==> src/rtl/rcause_pkg.sv <==
package rcause_pkg;

    localparam int DATA_W  = 8;
    localparam int NUM_SRC = 4;

    // Bit positions software decodes; these order the flags in the byte
    localparam int IDX_POR = 0;
    localparam int IDX_EXT = 1;
    localparam int IDX_BOR = 2;
    localparam int IDX_WDT = 3;

    typedef struct packed {
        logic wdt;
        logic bor;
        logic ext;
        logic por;
    } cause_vec_t;

endpackage

==> src/rtl/rcause_flag.sv <==
module rcause_flag #(
    parameter bit CLR_ON_POR = 1'b1
) (
    input  logic clk,
    input  logic por_evt,
    input  logic set_evt,
    input  logic clr_req,
    output logic flag
);

    typedef struct packed {
        logic val;
    } flag_state_t;

    flag_state_t st_d, st_q;

    always_comb begin
        st_d = st_q;
        if (CLR_ON_POR && por_evt) begin
            st_d.val = 1'b0;
        end else if (set_evt) begin
            st_d.val = 1'b1;          // event beats a same-cycle clear
        end else if (clr_req) begin
            st_d.val = 1'b0;
        end
    end

    always_ff @(posedge clk) begin
        st_q <= st_d;
    end

    assign flag = st_q.val;

endmodule

==> src/rtl/rcause_decode.sv <==
module rcause_decode
    import rcause_pkg::*;
#(
    parameter int              ADDR_W   = 8,
    parameter logic [ADDR_W-1:0] REG_ADDR = 8'h54
) (
    input  logic [ADDR_W-1:0]  bus_addr,
    input  logic               bus_we,
    input  logic [DATA_W-1:0]  bus_wdata,
    input  logic [NUM_SRC-1:0] flags,
    output logic [NUM_SRC-1:0] clr_req,
    output logic [DATA_W-1:0]  bus_rdata
);

    localparam int PAD_W = DATA_W - NUM_SRC;

    logic sel;
    assign sel = (bus_addr == REG_ADDR);

    for (genvar i = 0; i < NUM_SRC; i++) begin : g_clr
        assign clr_req[i] = sel & bus_we & ~bus_wdata[i];
    end

    always_comb begin
        bus_rdata = '0;
        if (sel) begin
            bus_rdata = {{PAD_W{1'b0}}, flags};
        end
    end

    always_comb begin
        assert (bus_rdata[DATA_W-1:NUM_SRC] == '0)
            else $error("reserved bits nonzero");   // assert_reserved_zero_R6
    end

endmodule

==> src/rtl/rstcause_reg.sv <==
module rstcause_reg
    import rcause_pkg::*;
#(
    parameter int              ADDR_W   = 8,
    parameter logic [ADDR_W-1:0] REG_ADDR = 8'h54
) (
    input  logic              clk,
    input  logic              por_evt,
    input  logic              bor_evt,
    input  logic              wdt_evt,
    input  logic              ext_evt,
    input  logic [ADDR_W-1:0] bus_addr,
    input  logic              bus_we,
    input  logic [DATA_W-1:0] bus_wdata,
    output logic [DATA_W-1:0] bus_rdata
);

    cause_vec_t         evt_d;
    logic [NUM_SRC-1:0] set_vec;
    logic [NUM_SRC-1:0] clr_vec;
    logic [NUM_SRC-1:0] flags_q;

    always_comb begin
        evt_d.por = por_evt;
        evt_d.ext = ext_evt;
        evt_d.bor = bor_evt;
        evt_d.wdt = wdt_evt;
        set_vec   = evt_d;
    end

    for (genvar i = 0; i < NUM_SRC; i++) begin : g_flag
        rcause_flag #(
            .CLR_ON_POR(i != IDX_POR)
        ) u_flag (
            .clk    (clk),
            .por_evt(por_evt),
            .set_evt(set_vec[i]),
            .clr_req(clr_vec[i]),
            .flag   (flags_q[i])
        );
    end

    rcause_decode #(
        .ADDR_W  (ADDR_W),
        .REG_ADDR(REG_ADDR)
    ) u_dec (
        .bus_addr (bus_addr),
        .bus_we   (bus_we),
        .bus_wdata(bus_wdata),
        .flags    (flags_q),
        .clr_req  (clr_vec),
        .bus_rdata(bus_rdata)
    );

    logic hit_wr;
    assign hit_wr = bus_we && (bus_addr == REG_ADDR);

    assert_por_value_R1: assert property (@(posedge clk)
        por_evt |=> (flags_q == 4'b0001));

    assert_wdt_sets_R2: assert property (@(posedge clk) disable iff (por_evt)
        wdt_evt |=> flags_q[IDX_WDT]);

    assert_quiet_stable_R3: assert property (@(posedge clk) disable iff (por_evt)
        (!bor_evt && !wdt_evt && !ext_evt && !hit_wr) |=> $stable(flags_q));

    assert_write_clears_R4: assert property (@(posedge clk) disable iff (por_evt)
        (hit_wr && !bus_wdata[IDX_BOR] && !bor_evt) |=> !flags_q[IDX_BOR]);

    assert_por_flag_kept_R5: assert property (@(posedge clk) disable iff (por_evt)
        !(hit_wr && !bus_wdata[IDX_POR]) |=> $stable(flags_q[IDX_POR]));

    assert_event_wins_R7: assert property (@(posedge clk) disable iff (por_evt)
        (ext_evt && hit_wr && !bus_wdata[IDX_EXT]) |=> flags_q[IDX_EXT]);

endmodule

==> config.mk <==
export PLATFORM = sky130hd
export DESIGN_NAME = rstcause_reg
export DESIGN_NICKNAME = d
export VERILOG_FILES = /design/src/rtl/rcause_pkg.sv /design/src/rtl/rcause_flag.sv /design/src/rtl/rcause_decode.sv /design/src/rtl/rstcause_reg.sv
export SDC_FILE = /design/constraint.sdc
export NUM_CORES = 1
export LEC_CHECK = 0
export CAP_MARGIN = 0
export CELL_PAD_IN_SITES_DETAIL_PLACEMENT = 1
export CELL_PAD_IN_SITES_GLOBAL_PLACEMENT = 2
export CORE_ASPECT_RATIO = 1.25
export CORE_MARGIN = 2
export CORE_UTILIZATION = 10
export CTS_BUF_LIST = sky130_fd_sc_hd__clkbuf_16
export DETAILED_ROUTE_END_ITERATION = 16
export GPL_ROUTABILITY_DRIVEN = 1
export GPL_TIMING_DRIVEN = 0
export PLACE_DENSITY = 0.86
export SLEW_MARGIN = 0
export SYNTH_ARGS = -nofsm -noshare
export SYNTH_HDL_FRONTEND = slang
export SYNTH_SLANG_ARGS = --single-unit
==> constraint.sdc <==
create_clock -name clk -period 1.02 [get_ports clk]
set_input_delay 0.204 -clock clk [delete_from_list [all_inputs] [get_ports clk]]
set_output_delay 0.204 -clock clk [all_outputs]
set_load 0.05 [all_outputs]
==> results.md <==
* Outcome: complete, but fails checks
* Failing checks: negative setup slack
* Final Core Density at 0.282
* Share of post-route cells with drive strength above 1 at 0.400
* Largest net degree at the start of global routing at 9
* Minimum clock period after layout at 1.38 ns
* Period Utilization, post-route at 1.35
* Clock edge transition at the registers on the reported setup and hold paths at 0.03 ns
* Library cell with the largest summed area after synthesis: sky130_fd_sc_hd__dfxtp_1
* Die Wd at 47.7 um
* Worst setup slack after layout at -0.359 ns
* CTS tree: done
* Max reg flops at 4
* Path type of the worst min-delay path: reg -> reg
* CTS H-tree lvls at 1
* Leakage Power at 0.000292 uW
* Yosys warning count at 0
* Part of the Yosys area used for sequential elements at 0.335
* Critical path fanouts, max at 8
* Reg2reg end: g_flag[1].u_flag.flag
* GPL Wtd Cong at 0.599
* Hold Vio Cnt, Final at 0
* Global-route met2 utilization at 0.0971
* Total congestion overflow after global routing at 0
* Effective utilization at floorplan at 0.107
* Synthesized area per cell at 8.24 um2
* Required time at the endpoint of the critical path at 0.82 ns
* Buffer cell driving the clock tree root: sky130_fd_sc_hd__clkbuf_16
* Fin nets at 84
* Die extent in y at 58.7 um
* Remaining antenna violation count after routing at 0
* Drt wl/cell at 8.68 um
* Cell count of the worst reg-to-reg path at 2
* Row count at 19
* Residual DRC at 0
* Area inside the core boundary at 0.00223 mm2
* Number of setup violations in the final report at 5
* Number of search-and-repair iterations in the first detailed-routing pass at 2
* Routed wire length at 790 um
* Number of instances on the worst hold path at 2
* Die Outline Area at 0.00280 mm2
* Worst-case register-to-register setup slack at 0.41 ns
* Antenna violations before repair at 0
* Most heavily used metal layer in global routing: met2
* Startpoint of the worst-slack reg-to-reg timing path: g_flag[1].u_flag.flag
* Highest clock rate at 725 MHz
* Diodes inserted at 0
* Crit path kind: in -> out
* Clock Skews at 0 ns
* Maximum clock path buffer count at 2
* Global Route met3 Usage at 0.0521
* Pins over their slew limit at 0
* Register area at 80.1 um2
* Post-synthesis sequential element count at 4
* Number of instances in the synthesized netlist at 29
* Total track usage at 0.0639
* Leading cell types by total area after synthesis: sky130_fd_sc_hd__dfxtp_1, sky130_fd_sc_hd__buf_4, sky130_fd_sc_hd__and2_1, sky130_fd_sc_hd__o21bai_1, sky130_fd_sc_hd__a31oi_1
* # Max-Cap Violations at 0
* Worst IR drop on VDD at 1100 uV
* Initial detailed-routing violation count at 2
* Number of buffers inserted during clock tree synthesis at 3
* Hold path startpoint: g_flag[0].u_flag.flag
* Area growth from synthesis to layout at 163%
* Global-route wire length before repair at 1250 um
* Number of distinct standard cells referenced by the synthesized netlist at 11
* Io pins at 30
* CTS sink count at 4
* Via count at 305
* Filler cell count at 273
* Power per unit of standard cell area at 1450 mW/mm2
* Endpoint of the worst hold path: g_flag[0].u_flag.flag
* Total negative setup slack at -1.44 ns
* Critical Path AT at 1.17 ns
* Setup repair after global routing missed its margin: true
* Post-synth top area share at 0.335
* Number of port buffers at 21
* GR Util met1 at 0.0692
* Worst setup EP type: output pin
* Synthesized cell area at 239 um2
* Via count normalized by instance count at 3.35
* Area used by multi-input combinational logic at 143 um2
* Nature of the critical path startpoint: input port
* Clock latency of the later-clocked register in the worst-skew pair at 0.22 ns
* Number of global-route vias before repair at 318
## kinds of logic after synthesis
family	Yosys count	synth area share
other cells	1	0.0157
compound gates	7	0.194
flops	4	0.335
simple gates	12	0.298
buf+inv	5	0.157
## cells in the mapped netlist, drive strengths merged
cell type	instances
a21oi	1
a31oi	3
and2	4
and4b	1
buf	5
conb	1
dfxtp	4
nor2	5
nor3b	1
nor4bb	1
o21bai	3
## worst max-delay path by stage
stage | from | endpoint
CTS | bus_addr[5] | bus_rdata[3]
global placement | bus_addr[6] | bus_rdata[0]
floorplan | bus_addr[5] | bus_rdata[0]
finish | bus_addr[7] | bus_rdata[3]
detailed placement | bus_addr[6] | bus_rdata[3]
global route | bus_addr[7] | bus_rdata[3]
## critical path, cell delays in order
cell and delay [ns]:
sky130_fd_sc_hd__buf_6 0.09, sky130_fd_sc_hd__nor4bb_1 0.24, sky130_fd_sc_hd__and4b_1 0.24, sky130_fd_sc_hd__buf_6 0.13
sky130_fd_sc_hd__and2_4 0.14, sky130_fd_sc_hd__buf_8 0.14
## metal layers
layer	vias up	wire [um]
li1	155	-
met1	126	302
met2	24	366
met3	0	121
met4	0	0
met5	-	0
## layout make-up
cell class | instances | area share
multi-input combinational | 23 | 0.227
timing repair buffer | 25 | 0.400
tap | 31 | 0.0616
sequential | 4 | 0.127
clock buffer | 3 | 0.119
buffer | 5 | 0.0656
## what timing repair did
item | CTS | global route
pin swaps | 3 | 2
resized for setup | 49 | 2
endpoints found under the setup margin | 8 | 6
hold buffers | 0 | 0
buffers inserted | 2 | 2
## cells in the final DEF, fill, tap and decap left out, types with 2 or more instances in the layout
cell,synthesis,final
sky130_fd_sc_hd__clkdlybuf4s50_1,0,9
sky130_fd_sc_hd__buf_6,0,4
sky130_fd_sc_hd__buf_2,0,2
sky130_fd_sc_hd__o21bai_1,3,3
sky130_fd_sc_hd__buf_8,0,4
sky130_fd_sc_hd__dfxtp_1,4,4
sky130_fd_sc_hd__a31oi_1,3,3
sky130_fd_sc_hd__dlygate4sd2_1,0,4
sky130_fd_sc_hd__conb_1,1,4
sky130_fd_sc_hd__and2_4,0,4
sky130_fd_sc_hd__clkbuf_16,0,3
sky130_fd_sc_hd__buf_4,5,7
sky130_fd_sc_hd__nor2_1,5,5
## metrics by stage
step	setup slack [ns]	hold slack, ns	instance area (um2)	power, uW	instances
4_1_cts	-0.377	0.493	604	919	89
2_1_floorplan	-0.166	0.303	264	234	32
3_5_place_dp	-1.41	0.489	513	308	84
5_1_grt	-0.435	0.536	629	949	91
6_report	-0.359	0.490	629	912	91
3_3_place_gp	-1.35	0.477	513	305	84
## power breakdown
group          switching (uW)  total [uW]  internal [uW]  leakage, uW
Combinational            56.2         128           71.7     0.000221
Sequential               4.07         170            166    0.0000333
Clock                     112         613            501    0.0000370
Power figures use the tool's default switching activity.
